--- src/rtl/irqd_pkg.sv ---
package irqd_pkg;

    localparam logic [1:0] ADDR_PARAM = 2'd0;
    localparam logic [1:0] ADDR_CMD   = 2'd1;
    localparam logic [1:0] ADDR_CTRL  = 2'd2;

    typedef enum logic [7:0] {
        CMD_NONE    = 8'd0,
        CMD_WMODE   = 8'd1,
        CMD_WMASK   = 8'd2,
        CMD_RAISE   = 8'd3,
        CMD_CLEAR   = 8'd4,
        CMD_RD_ACK  = 8'd5,
        CMD_RD_PEND = 8'd6
    } cmd_e;

    localparam logic [2:0] DEST_ALL    = 3'd0;
    localparam logic [2:0] DEST_LOWEST = 3'd1;
    localparam int         MODE_PULSE_BIT = 8;

    typedef struct packed {
        logic       pulse;
        logic [2:0] dest;
    } irq_mode_t;

    typedef struct packed {
        logic       valid;
        cmd_e       code;
        logic [7:0] idx;
    } cmd_t;

    function automatic irq_mode_t mode_from_word(input logic [15:0] w);
        irq_mode_t m;
        m.pulse = w[MODE_PULSE_BIT];
        m.dest  = w[2:0];
        return m;
    endfunction

    function automatic logic [31:0] isolate_lowest(input logic [31:0] v);
        return v & (~v + 32'd1);
    endfunction

    function automatic logic code_known(input logic [7:0] c);
        return (c >= 8'd1) && (c <= 8'd6);
    endfunction

endpackage

--- src/rtl/irqd_cmd_decode.sv ---
module irqd_cmd_decode
    import irqd_pkg::*;
#(
    parameter int NUM_IRQS = 16
) (
    input  logic                reg_wr,
    input  logic [1:0]          reg_addr,
    input  logic [15:0]         cmd_word,
    output logic                param_we,
    output logic                ctrl_we,
    output cmd_t                cmd,
    output logic [NUM_IRQS-1:0] line_sel,
    output logic                rd_req,
    output logic                rd_is_ack
);

    logic in_range;
    logic cmd_ok;

    always_comb begin
        in_range  = 32'(cmd_word[15:8]) < NUM_IRQS;
        cmd_ok    = reg_wr && (reg_addr == ADDR_CMD) && in_range && code_known(cmd_word[7:0]);
        param_we  = reg_wr && (reg_addr == ADDR_PARAM);
        ctrl_we   = reg_wr && (reg_addr == ADDR_CTRL);
        cmd.valid = cmd_ok;
        cmd.code  = cmd_ok ? cmd_e'(cmd_word[7:0]) : CMD_NONE;
        cmd.idx   = cmd_word[15:8];
        rd_req    = cmd_ok && ((cmd.code == CMD_RD_ACK) || (cmd.code == CMD_RD_PEND));
        rd_is_ack = cmd.code == CMD_RD_ACK;
    end

    for (genvar n = 0; n < NUM_IRQS; n++) begin : g_sel
        assign line_sel[n] = cmd_ok && (cmd_word[15:8] == 8'(n));
    end

endmodule

--- src/rtl/irqd_line.sv ---
module irqd_line
    import irqd_pkg::*;
#(
    parameter int NUM_CORES = 4
) (
    input  logic                 clk,
    input  logic                 rst,
    input  logic                 sel,
    input  cmd_e                 code,
    input  irq_mode_t            mode_in,
    input  logic [NUM_CORES-1:0] mask_in,
    input  logic                 en,
    input  logic [NUM_CORES-1:0] take,
    output logic [NUM_CORES-1:0] irq,
    output logic [NUM_CORES-1:0] pend,
    output logic [NUM_CORES-1:0] ack,
    output logic                 pulse_mode
);

    irq_mode_t            mode_q;
    logic [NUM_CORES-1:0] mask_q;
    logic [NUM_CORES-1:0] active_q, pend_q, ack_q, pulse_q;
    logic [NUM_CORES-1:0] deliver;
    logic [NUM_CORES-1:0] active_d, pend_d, ack_d;
    logic [31:0]          low_bit;
    logic                 do_raise, do_clear;

    always_comb begin
        low_bit  = isolate_lowest(32'(mask_q));
        deliver  = (mode_q.dest == DEST_LOWEST) ? low_bit[NUM_CORES-1:0] : mask_q;
        do_raise = sel && (code == CMD_RAISE) && en;
        do_clear = sel && (code == CMD_CLEAR);

        active_d = active_q;
        pend_d   = pend_q & ~take;
        ack_d    = ack_q;
        if (do_raise) begin
            active_d = active_q | deliver;
            pend_d   = pend_d | deliver;
            ack_d    = ack_q & ~deliver;
        end else if (do_clear) begin
            active_d = active_q & ~deliver;
            pend_d   = pend_d & ~deliver;
            ack_d    = ack_q | (active_q & deliver);
        end
    end

    always_ff @(posedge clk) begin
        if (rst) begin
            mode_q   <= '{pulse: 1'b0, dest: DEST_ALL};
            mask_q   <= '0;
            active_q <= '0;
            pend_q   <= '0;
            ack_q    <= '0;
            pulse_q  <= '0;
        end else begin
            if (sel && code == CMD_WMODE) mode_q <= mode_in;
            if (sel && code == CMD_WMASK) mask_q <= mask_in;
            active_q <= active_d;
            pend_q   <= pend_d;
            ack_q    <= ack_d;
            pulse_q  <= (do_raise && mode_q.pulse) ? deliver : '0;
        end
    end

    assign irq        = en ? (mode_q.pulse ? pulse_q : active_q) : '0;
    assign pend       = pend_q;
    assign ack        = ack_q;
    assign pulse_mode = mode_q.pulse;

endmodule

--- src/rtl/irqd_status_sel.sv ---
module irqd_status_sel #(
    parameter int NUM_CORES = 4,
    parameter int NUM_IRQS  = 16,
    parameter int DATA_W    = 32,
    localparam int LINE_W   = (NUM_IRQS > 1) ? $clog2(NUM_IRQS) : 1
) (
    input  logic [NUM_IRQS-1:0][NUM_CORES-1:0] pend_all,
    input  logic [NUM_IRQS-1:0][NUM_CORES-1:0] ack_all,
    input  logic [LINE_W-1:0]                  idx,
    input  logic                               want_ack,
    output logic [DATA_W-1:0]                  word
);

    logic [NUM_CORES-1:0] picked;

    always_comb begin
        picked = want_ack ? ack_all[idx] : pend_all[idx];
        word   = DATA_W'(picked);
    end

endmodule

--- src/rtl/irq_distributor.sv ---
module irq_distributor
    import irqd_pkg::*;
#(
    parameter int NUM_CORES = 4,
    parameter int NUM_IRQS  = 16,
    parameter int DATA_W    = 32
) (
    input  logic                          clk,
    input  logic                          rst,
    input  logic                          reg_wr,
    input  logic [1:0]                    reg_addr,
    input  logic [DATA_W-1:0]             reg_wdata,
    output logic [DATA_W-1:0]             reg_rdata,
    input  logic [NUM_CORES*NUM_IRQS-1:0] take_i,
    output logic [NUM_CORES*NUM_IRQS-1:0] irq_o
);

    localparam int LINE_W = (NUM_IRQS > 1) ? $clog2(NUM_IRQS) : 1;

    logic                               param_we, ctrl_we, rd_req, rd_is_ack;
    cmd_t                               cmd;
    logic [NUM_IRQS-1:0]                line_sel;
    logic [DATA_W-1:0]                  param_q, status_word;
    logic                               en_q;
    irq_mode_t                          mode_word;
    logic [NUM_IRQS-1:0][NUM_CORES-1:0] line_irq, line_take, line_pend, line_ack;
    logic [NUM_IRQS-1:0]                pulse_lines;

    irqd_cmd_decode #(.NUM_IRQS(NUM_IRQS)) u_dec (
        .reg_wr    (reg_wr),
        .reg_addr  (reg_addr),
        .cmd_word  (reg_wdata[15:0]),
        .param_we  (param_we),
        .ctrl_we   (ctrl_we),
        .cmd       (cmd),
        .line_sel  (line_sel),
        .rd_req    (rd_req),
        .rd_is_ack (rd_is_ack)
    );

    assign mode_word = mode_from_word(param_q[15:0]);

    for (genvar n = 0; n < NUM_IRQS; n++) begin : g_line
        for (genvar c = 0; c < NUM_CORES; c++) begin : g_core
            assign irq_o[c*NUM_IRQS+n] = line_irq[n][c];
            assign line_take[n][c]     = take_i[c*NUM_IRQS+n];
        end
        irqd_line #(.NUM_CORES(NUM_CORES)) u_line (
            .clk        (clk),
            .rst        (rst),
            .sel        (line_sel[n]),
            .code       (cmd.code),
            .mode_in    (mode_word),
            .mask_in    (param_q[NUM_CORES-1:0]),
            .en         (en_q),
            .take       (line_take[n]),
            .irq        (line_irq[n]),
            .pend       (line_pend[n]),
            .ack        (line_ack[n]),
            .pulse_mode (pulse_lines[n])
        );
    end

    irqd_status_sel #(
        .NUM_CORES (NUM_CORES),
        .NUM_IRQS  (NUM_IRQS),
        .DATA_W    (DATA_W)
    ) u_status (
        .pend_all (line_pend),
        .ack_all  (line_ack),
        .idx      (cmd.idx[LINE_W-1:0]),
        .want_ack (rd_is_ack),
        .word     (status_word)
    );

    always_ff @(posedge clk) begin
        if (rst) begin
            param_q <= '0;
            en_q    <= 1'b0;
        end else begin
            if (param_we)    param_q <= reg_wdata;
            else if (rd_req) param_q <= status_word;
            if (ctrl_we)     en_q <= reg_wdata[0];
        end
    end

    assign reg_rdata = param_q;

endmodule

--- config.mk ---
export PLATFORM = sky130hd
export DESIGN_NAME = irq_distributor
export DESIGN_NICKNAME = d
export VERILOG_FILES = /design/src/rtl/irqd_pkg.sv /design/src/rtl/irqd_cmd_decode.sv /design/src/rtl/irqd_line.sv /design/src/rtl/irqd_status_sel.sv /design/src/rtl/irq_distributor.sv
export SDC_FILE = /design/constraint.sdc
export NUM_CORES = 1
export LEC_CHECK = 0
export ABC_AREA = 1
export BUFFER_PORTS_ARGS = -buffer_cell sky130_fd_sc_hd__buf_4
export CORE_UTILIZATION = 30
export DETAILED_ROUTE_END_ITERATION = 10
export GPL_ROUTABILITY_DRIVEN = 0
export GPL_TIMING_DRIVEN = 0
export SLEW_MARGIN = 20
export SYNTH_ARGS = -nofsm -noshare
export SYNTH_HDL_FRONTEND = slang
export SYNTH_SLANG_ARGS = --single-unit
--- constraint.sdc ---
create_clock -name clk -period 5.6 [get_ports clk]
set_input_delay 1.12 -clock clk [delete_from_list [all_inputs] [get_ports clk]]
set_output_delay 1.12 -clock clk [all_outputs]
set_load 0.05 [all_outputs]
==> results.cfg <==
[detailed_routing]
wl_per_cell_um = 19.3
via_per_inst = 5.00
vias = 18800
ant_nets = 0
drcViolationCount = 0
dr.pass1.iters = 6
wl_um = 72800
drt_iter0_drc = 1852

[sta]
fin_crit_sh_pct = 78.7
skew_ps = 35.1
worstMarginPinSlew_ps = 1270
slew_violations = 0
rsz0062_at_grt = false
hold_viol = 0
fin_tns_setup_ps = 0
relSlewSlack_pct = 15.4
finalSetupViolCount = 0
timing.fmax_mhz = 227
fin_crit_ps = 4410

[clock_tree]
cts_setup_buffers = 0
cts_root_buf = clkbuf_16
cts_hold_buffers = 0
clk_pin_slew_ps = 60
cts_buffers = 46
cts_tree = done
htree_levels = 2
cts_buffer_depth = 3
clkLatencyLatePin_ps = 600
clock_sinks = 417
cts_resized = 0

[global_routing]
grtUsageTotal_pct = 23.3
grt_overflow_total = 0
grt_util_met2_pct = 36.7
grt_start_max_net_pins = 14
use_met3_pct = 5.24
met1_usage_pct = 30.9
grt_first_pass_wirelength_um = 106000
grt_pass1_vias = 17300
antenna_found_initial = 0
grt_busiest_layer = met2

[worst_setup_path]
arrival_ps = 3290
max_stage_delay_ps = 920
crit_path_end = irq_o[29]
r2r-end = g_line[14].u_line.mode_q[0]$_SDFFE_PP0P_
worstPathCellList = clkbuf_1 -> clkbuf_1 -> o21ai_0 -> a21oi_1 -> buf_4
endpoint_kind = output pin
timing.rr.start = reg_rdata[0]$_SDFFE_PP0P_
crit_buf_inv = 3
cp_num_cells = 5
slowest_stage = clkbuf_1
worst-setup-path-type = flop to output pin
cpMostUsedCell = clkbuf_1
path_delay_family = buffers and inverters
required_ps = 4480
crit_start = en_q$_SDFFE_PP0P_
reg2reg_slack_ps = 3270
reg2reg_depth = 4
crit_path_start_kind = flop
crit_fanout = 11

[pwr]
power.static_leakage_nw = 8.85
max-vdd-ir-drop_uv = 206
p_per_area_nw_per_um2 = 297

[floorplan]
die_area_um2 = 61500
rows = 89
fp.dieW_um = 248
core_um2 = 59400
io_pins = 197
initial_core_util_pct = 30.6
die_y_um = 248

[synthesis]
synth_area_um2 = 18200
yosys_register_bits = 417
yosysSeqAreaShare_pct = 46.0
yosysWarnings = 0
synth_top_cell_by_area = dfxtp_1
synth.area.top_cells = dfxtp_1 (46%), nand2_1 (13%), a21oi_1 (10%)
netlist_instances = 2721
yosysTopAreaCellShare_pct = 46.0
synth.distinct_cells = 21
synthesis.nets = 2822
syn_avg_cell_area_um2 = 6.67

[min_path]
hold_path.class = flop to flop
hold-path-cell-count = 2

[cells_and_area]
syn_to_final_growth_pct = 22.2
mostFrequentLayoutCell = nand2_1
post-route-util_pct = 37.4
drive_gt1_share_pct = 10.4
final_cell_mix = nand2_1 (622), dfxtp_1 (417), nor2_1 (395), a21oi_1 (362), o21ai_0 (311)
n_fill_cell = 6367
layout.nets = 3064

[placed_design]
dp_hpwl_um = 52800
io_buffers = 194

[run_status]
status = completed

[job]
drv_cap = 0
[per-layer routing]
metal  up-vias  wire (um)  share of wire, %
li1       9176          -                 -
met1      8698      31500                43
met2       838      32100                44
met3       133       6810               9.4
met4         0       2420               3.3
met5         -          0                 0
[metrics by stage]
step           worst slack [ps]  instance area [um^2]  cells  hold slack (ps)  total power [mW]
6_report                   1190                 22200   3772              459              6.59
3_5_place_dp               1710                 20600   3688              449              3.39
3_3_place_gp               1740                 20600   3688              443              3.39
4_1_cts                    1130                 22200   3770              459              6.61
5_1_grt                    1010                 22200   3770              469              6.75
2_1_floorplan              2820                 18200   2721              426              3.19
[synth_stat cells]
cell,instances
or2_2,2
clkinv_1,6
nor3_1,81
nor3b_1,6
nand2_1,622
nand3b_1,1
nor2_4,1
nand4_2,1
a21oi_1,362
buf_1,13
inv_1,309
nand3_1,64
nand4_1,3
nand2_2,13
clkbuf_1,86
buf_2,4
o21ai_0,311
nor2_2,17
inv_2,7
nor2_1,395
dfxtp_1,417
[area by class of cell]
type	count	area, um^2	area share [%]
plain buffers	103	393	1.77
multi-input cells	1879	8210	37.0
clock buffers	65	1330	6.01
clock inverters	17	269	1.21
flip-flops and latches	417	8350	37.6
well taps	773	967	4.36
diodes	2	5.00	0.0226
repair buffers	194	1460	6.56
inverters	322	1210	5.45
[power breakdown]
| group | internal, mW | total (mW) | switching [mW] |
|---|---|---|---|
| Sequential | 2.97 | 2.98 | 0.00584 |
| Clock | 1.98 | 3.26 | 1.29 |
| Combinational | 0.0888 | 0.350 | 0.261 |
[how the worst min path moves through the flow]
stage	start	endpoint
4_1_cts	g_line[4].u_line.ack[0]$_SDFFE_PP0P_	g_line[4].u_line.ack[0]$_SDFFE_PP0P_
6_report	flop	flop
2_1_floorplan	g_line[0].u_line.ack[1]$_SDFFE_PP0P_	g_line[0].u_line.ack[1]$_SDFFE_PP0P_
3_3_place_gp	g_line[4].u_line.ack[0]$_SDFFE_PP0P_	g_line[4].u_line.ack[0]$_SDFFE_PP0P_
5_1_grt	flop	flop
3_5_place_dp	g_line[4].u_line.ack[0]$_SDFFE_PP0P_	g_line[4].u_line.ack[0]$_SDFFE_PP0P_
[logic make-up after synthesis]
group                  synth area share (%)
and+or+nand+nor                        26.7
buffers and inverters                  8.81
DFF                                    46.0
AOI/OAI and AO/OA                      18.6
[worst reg2reg max path, stage by stage, from the launching register on]
cell and delay, ps:
dfxtp_1 390, clkbuf_1 490, clkinv_1 580, clkbuf_1 530
a21oi_1 250
(Power assumes the default switching activity.)
